File: src/rtl/dsp_alu_pkg.sv
package dsp_alu_pkg;
  typedef enum logic [2:0] {
    OP_ADD  = 3'd0,
    OP_QADD = 3'd1,
    OP_MAC  = 3'd2,
    OP_SAD  = 3'd3,
    OP_SADA = 3'd4
  } alu_op_e;

  typedef enum logic [1:0] {
    LN_W32 = 2'b00,
    LN_W16 = 2'b01,
    LN_W8  = 2'b10,
    LN_W8B = 2'b11
  } lane_e;
endpackage

File: src/rtl/simd_lane_adder.sv
module simd_lane_adder #(
  parameter int W = 32
) (
  input  logic [W-1:0]   a_i,
  input  logic [W-1:0]   b_i,
  input  logic [1:0]     lane_i,
  output logic [W-1:0]   sum_o,
  output logic [W/8-1:0] ge_o
);
  localparam int NB = W / 8;

  logic [NB-1:0] byte_cy;
  logic          w16, w8;

  assign w8  = lane_i[1];
  assign w16 = (lane_i == 2'b01);

  always_comb begin
    logic       cc;
    logic [8:0] part;
    cc = 1'b0;
    for (int i = 0; i < NB; i++) begin
      if (w8 || (w16 && (i % 2 == 0))) cc = 1'b0;
      part = {1'b0, a_i[8*i +: 8]} + {1'b0, b_i[8*i +: 8]} + {8'd0, cc};
      sum_o[8*i +: 8] = part[7:0];
      cc = part[8];
      byte_cy[i] = part[8];
    end
  end

  always_comb begin
    ge_o = '0;
    if (w8) begin
      ge_o = byte_cy;
    end else if (w16) begin
      for (int k = 0; k < NB / 2; k++) ge_o[k] = byte_cy[2*k+1];
    end else begin
      ge_o[0] = byte_cy[NB-1];
    end
  end
endmodule

File: src/rtl/sat_add.sv
module sat_add #(
  parameter int W = 32
) (
  input  logic [W-1:0] a_i,
  input  logic [W-1:0] b_i,
  output logic [W-1:0] res_o,
  output logic         sat_o
);
  localparam logic [W-1:0] SMAX = {1'b0, {(W-1){1'b1}}};
  localparam logic [W-1:0] SMIN = {1'b1, {(W-1){1'b0}}};

  logic [W-1:0] raw;

  assign raw   = a_i + b_i;
  assign sat_o = (a_i[W-1] == b_i[W-1]) && (raw[W-1] != a_i[W-1]);
  assign res_o = sat_o ? (a_i[W-1] ? SMIN : SMAX) : raw;

  // a clamped value always carries the sign of the operands
  always_comb begin
    if (sat_o) begin
      a_r5_clamp_sign: assert (res_o[W-1] == b_i[W-1]);
    end
  end
endmodule

File: src/rtl/half_mac.sv
module half_mac #(
  parameter int W = 32
) (
  input  logic         hi_a_i,
  input  logic         hi_b_i,
  input  logic [W-1:0] a_i,
  input  logic [W-1:0] b_i,
  input  logic [W-1:0] c_i,
  output logic [W-1:0] res_o,
  output logic         ovf_o
);
  localparam int H = W / 2;

  logic signed [H-1:0] ha, hb;
  logic signed [W-1:0] prod;

  assign ha    = hi_a_i ? a_i[W-1:H] : a_i[H-1:0];
  assign hb    = hi_b_i ? b_i[W-1:H] : b_i[H-1:0];
  assign prod  = W'(ha) * W'(hb);
  assign res_o = c_i + prod;
  assign ovf_o = (c_i[W-1] == prod[W-1]) && (res_o[W-1] != c_i[W-1]);
endmodule

File: src/rtl/byte_sad.sv
module byte_sad #(
  parameter int W = 32
) (
  input  logic [W-1:0] a_i,
  input  logic [W-1:0] b_i,
  output logic [W-1:0] sad_o
);
  localparam int NB = W / 8;
  localparam int SW = 8 + $clog2(NB);

  logic [SW-1:0] acc;

  always_comb begin
    logic [7:0] d;
    acc = '0;
    for (int i = 0; i < NB; i++) begin
      d = (a_i[8*i +: 8] > b_i[8*i +: 8]) ? (a_i[8*i +: 8] - b_i[8*i +: 8])
                                           : (b_i[8*i +: 8] - a_i[8*i +: 8]);
      acc = acc + SW'(d);
    end
  end

  assign sad_o = W'(acc);
endmodule

File: src/rtl/dsp_simd_alu.sv
module dsp_simd_alu #(
  parameter int W = 32
) (
  input  logic           clk,
  input  logic           rst,
  input  logic           valid_i,
  input  logic [2:0]     op_i,
  input  logic [1:0]     lane_i,
  input  logic           hi_a_i,
  input  logic           hi_b_i,
  input  logic [W-1:0]   a_i,
  input  logic [W-1:0]   b_i,
  input  logic [W-1:0]   c_i,
  output logic [W-1:0]   result_o,
  output logic           ovf_o,
  output logic [W/8-1:0] lane_ge_o,
  output logic           valid_o
);
  import dsp_alu_pkg::*;
  localparam int NB = W / 8;

  logic [W-1:0]  add_sum, q_sum, mac_sum, sad_sum;
  logic [NB-1:0] add_ge;
  logic          q_sat, mac_ovf;

  simd_lane_adder #(.W(W)) u_add (
    .a_i(a_i), .b_i(b_i), .lane_i(lane_i), .sum_o(add_sum), .ge_o(add_ge)
  );
  sat_add #(.W(W)) u_qadd (
    .a_i(a_i), .b_i(b_i), .res_o(q_sum), .sat_o(q_sat)
  );
  half_mac #(.W(W)) u_mac (
    .hi_a_i(hi_a_i), .hi_b_i(hi_b_i), .a_i(a_i), .b_i(b_i), .c_i(c_i),
    .res_o(mac_sum), .ovf_o(mac_ovf)
  );
  byte_sad #(.W(W)) u_sad (
    .a_i(a_i), .b_i(b_i), .sad_o(sad_sum)
  );

  logic [W-1:0]  nxt_res;
  logic          nxt_ovf;
  logic [NB-1:0] nxt_ge;

  always_comb begin
    nxt_res = '0;
    nxt_ovf = 1'b0;
    nxt_ge  = '0;
    case (alu_op_e'(op_i))
      OP_ADD:  begin nxt_res = add_sum; nxt_ge = add_ge; end
      OP_QADD: begin nxt_res = q_sum;   nxt_ovf = q_sat; end
      OP_MAC:  begin nxt_res = mac_sum; nxt_ovf = mac_ovf; end
      OP_SAD:  nxt_res = sad_sum;
      OP_SADA: nxt_res = c_i + sad_sum;
      default: ;
    endcase
  end

  always_ff @(posedge clk) begin
    if (rst) begin
      result_o  <= '0;
      ovf_o     <= 1'b0;
      lane_ge_o <= '0;
      valid_o   <= 1'b0;
    end else begin
      valid_o <= valid_i;
      if (valid_i) begin
        result_o  <= nxt_res;
        ovf_o     <= nxt_ovf;
        lane_ge_o <= nxt_ge;
      end
    end
  end

  // idle cycles keep the result register
  a_r2_hold: assert property (@(posedge clk) disable iff (rst)
    !valid_i |=> ($stable(result_o) && !valid_o));
  // two non-negative operands never give a negative saturated sum
  a_r4_no_wrap_pos: assert property (@(posedge clk) disable iff (rst)
    (valid_i && op_i == 3'd1 && !a_i[W-1] && !b_i[W-1]) |=> !result_o[W-1]);
  // two negative operands never give a non-negative saturated sum
  a_r5_no_wrap_neg: assert property (@(posedge clk) disable iff (rst)
    (valid_i && op_i == 3'd1 && a_i[W-1] && b_i[W-1]) |=> result_o[W-1]);
  // byte SAD never flags overflow and fits in 10 bits
  a_r10_sad_range: assert property (@(posedge clk) disable iff (rst)
    (valid_i && op_i == 3'd3) |=> (!ovf_o && result_o <= W'(255 * NB)));
  // ge bits only come from the packed add
  a_r12_ge_quiet: assert property (@(posedge clk) disable iff (rst)
    (valid_i && op_i != 3'd0) |=> (lane_ge_o == '0));
endmodule

File: config.mk
export PLATFORM = sky130hd
export DESIGN_NAME = dsp_simd_alu
export DESIGN_NICKNAME = d
export VERILOG_FILES = /design/src/rtl/dsp_alu_pkg.sv /design/src/rtl/simd_lane_adder.sv /design/src/rtl/sat_add.sv /design/src/rtl/half_mac.sv /design/src/rtl/byte_sad.sv /design/src/rtl/dsp_simd_alu.sv
export SDC_FILE = /design/constraint.sdc
export NUM_CORES = 1
export LEC_CHECK = 0
export BUFFER_PORTS_ARGS = -buffer_cell sky130_fd_sc_hd__buf_2
export CAP_MARGIN = 20
export CORE_MARGIN = 5
export CORE_UTILIZATION = 55
export CTS_BUF_LIST = sky130_fd_sc_hd__clkbuf_4 sky130_fd_sc_hd__clkbuf_8 sky130_fd_sc_hd__clkbuf_16
export DETAILED_ROUTE_END_ITERATION = 8
export GPL_TIMING_DRIVEN = 0
export PLACE_DENSITY = 0.77
export SETUP_SLACK_MARGIN = 0.3
export SLEW_MARGIN = 30
export SYNTH_ARGS = -nofsm -noshare
export SYNTH_HDL_FRONTEND = slang
export SYNTH_SLANG_ARGS = --single-unit
File: constraint.sdc
create_clock -name clk -period 9.27 [get_ports clk]
set_input_delay 1.854 -clock clk [delete_from_list [all_inputs] [get_ports clk]]
set_output_delay 1.854 -clock clk [all_outputs]
set_load 0.02 [all_outputs]
==> results.py <==
metrics = {
    "status": {
        "outcome": "complete, but fails checks",
        "failed_checks": "negative setup slack",
    },
    "layout": {
        "finish.net_count": 3417,
        "drive_gt1_frac": 0.238,
        "syn_to_final_growth_pct": 21.5,
        "fin_cells": 3261,
    },
    "yosys": {
        "syn_nets": 3141,
        "synth.avg_cell_area_sq_um": 8.07,
        "synth_flop_cell": "dfxtp_1",
        "ys_seq_area_frac": 0.0375,
        "synth_cells": 2515,
        "synth_area_leader_cell": "fa_1",
        "async_reset_ff_frac": 0,
        "ys_top_cells_by_area": "fa_1 (29%), ha_1 (14%), inv_1 (8.2%)",
        "synth_cell_type_count": 91,
        "ys_warn_count": 0,
        "synth.ff_latch_count": 38,
        "mappedNetlistArea_sq_um": 20300,
        "yosys.area.top_type_share": 0.285,
        "synth_edf_count": 0,
    },
    "timing": {
        "max_slew_margin": 0.283,
        "tightest_slew_ps": 1060,
        "finalMaxSlewViolations": 0,
        "min_period_ps": 9730,
        "rsz0062_at_grt": "true",
        "fmax_mhz": 103,
        "setup_viol": 10,
        "finalCritPeriodShare": 1.05,
        "skew_ps": 0,
        "hold_violations": 0,
        "setup_slack_ps": -456,
    },
    "worst_setup_path": {
        "required_ps": 9480,
        "critical-path-max-stage-delay_ps": 550,
        "slowest_stage": "fa_1",
        "cp_num_buf_inv": 6,
        "crit_arrival_ps": 9940,
        "end_kind": "flip-flop",
        "start_kind": "input pin",
        "critical_path_class": "input pin to flip-flop",
        "cpLargestDelayFamily": "adder cells",
        "crit_fanout": 6,
        "cp_common_cell": "fa_1",
    },
    "placed_design": {
        "placedCellCount": 3124,
        "gp_congestion": 1.06,
        "io_buffers": 140,
        "pre_cts_ws_ps": -1460,
        "dpl.hpwl_microns": 65600,
    },
    "route": {
        "drt_iter0_markers": 2024,
        "wl_microns": 81000,
        "viasPerCell": 6.12,
        "first_pass_iters": 6,
        "via_count": 20000,
        "drc": 0,
        "post_drt_wl_per_cell_microns": 24.8,
        "ant_nets": 0,
    },
    "cts": {
        "clkTransAtPathRegs_ps": 60,
        "cts_tree": "done",
        "hold_buffers": 0,
        "cts_max_path_buffers": 2,
        "clk_latency_ps": 290,
        "cts_sinks": 38,
        "cts_root_buf": "clkbuf_16",
        "htreeDepth": 2,
        "numCtsBuffers": 5,
    },
    "floorplan": {
        "die_h_microns": 202,
        "die_x_microns": 202,
        "dieArea_sq_um": 40800,
        "core_area_sq_um": 36500,
        "row_count": 70,
        "start_util": 0.556,
        "ios": 144,
    },
    "global_routing": {
        "grt_use_total": 0.376,
        "grt_pass1_vias": 19800,
        "grt-ovfl-total": 0,
        "grt_pass1_wl_microns": 118000,
        "antenna_found_initial": 2,
        "grt_max_degree": 12,
    },
    "worst_hold_path": {
        "hold_class": "flip-flop to flip-flop",
    },
    "job": {
        "cap_violations": 0,
    },
}
-- layer usage --
metal / share of wire / routed length [microns] / GRT usage / up-vias
li1: - / - / - / 8808
met1: 0.41 / 33000 / 0.524 / 9796
met3: 0.11 / 9080 / 0.0924 / 223
met5: 0.00020 / 16 / 0 / -
met4: 0.049 / 3930 / 0.133 / 2
met2: 0.43 / 35000 / 0.573 / 1122
-- layout by cell type (no fill, tap or decap), types with 25 or more instances in the layout --
cell type  instances
mux2i_1           27
a21oi_1          125
o21ai_4           25
nor2_1           218
fa_1             270
buf_4            114
xor2_1            36
inv_1            419
dfxtp_1           38
ha_1             213
o21ai_0           65
nor3_1            34
a21oi_2           31
xnor2_1          111
nand2_1          210
a21o_1            46
buf_2            148
o21bai_1          31
buf_6             27
-- final cells by class --
type	count	area (sq um)
clock buffers	7	146
clock inverters	1	5.00
inverters	444	1680
well taps	468	586
fillers	2998	11900
repair buffers	268	1870
flip-flops and latches	38	761
diodes	1	2.50
plain buffers	79	636
multi-input cells	1955	19000
-- through the flow --
| step | hold WS (ps) | area [sq um] | utilization | setup TNS (ps) |
|---|---|---|---|---|
| 3_3_place_gp | 452 | 22100 | 0.606 | -14860 |
| 6_report | 471 | 24700 | 0.675 | -2620 |
| 3_5_place_dp | 456 | 22200 | 0.607 | -14970 |
| 5_1_grt | 498 | 24700 | 0.675 | -4790 |
| 4_1_cts | 467 | 23400 | 0.640 | -1780 |
| 2_1_floorplan | 541 | 20900 | - | 0 |
-- Yosys cell counts (42+ instances only) --
cell and number:
inv_1 441, nand2_1 235, fa_1 289, xor2_1 42, nor2_1 236, clkbuf_1 44
a21o_1 47, a21oi_1 160, ha_1 231, xnor2_1 122, o21ai_0 85
-- registers in the layout, indices dropped and copies added, names as in the netlist --
name       cells
ovf_o          1
result_o      32
lane_ge_o      4
valid_o        1
-- kinds of logic (layout without fill, tap and decap cells) --
family / after synthesis / in the layout / share of synthesized area
flops: 38 / 38 / 0.0375
simple gates: 670 / 670 / 0.148
mux: 45 / 45 / 0.0234
xor+xnor: 164 / 164 / 0.0708
other cells: 0 / 1 / 0
fa+ha+maj: 520 / 520 / 0.427
buf+inv: 523 / 799 / 0.102
compound gates: 555 / 556 / 0.191
-- tightest hold or removal path, delay by kind of cell (launching register included) --
| family | cells | cell delay, ps |
|---|---|---|
| compound gates | 1 | 50 |
| simple gates | 1 | 60 |
| flops | 1 | 310 |
-- path summary, 6_finish.rpt --
path | start | end | slack, ps | depth (start not counted)
max | hi_b_i | ovf_o | -460 | 33
min | lane_ge_o[3] | lane_ge_o[3] | 470 | 2
max reg2reg | result_o[22] | result_o[22] | 7880 | 5
min reg2reg | lane_ge_o[3] | lane_ge_o[3] | 470 | 2
-- repair_timing --
item                                    4_1_cts  5_1_grt
pin swaps                                    71      122
gates resized for setup                     135      179
gates cloned                                  2        2
buffers inserted                             52       72
endpoints found under the setup margin       23       23
Power is left out: the tool's default activity adds up to more than one toggle a clock period on the data nets, which glitch-free logic cannot reach.
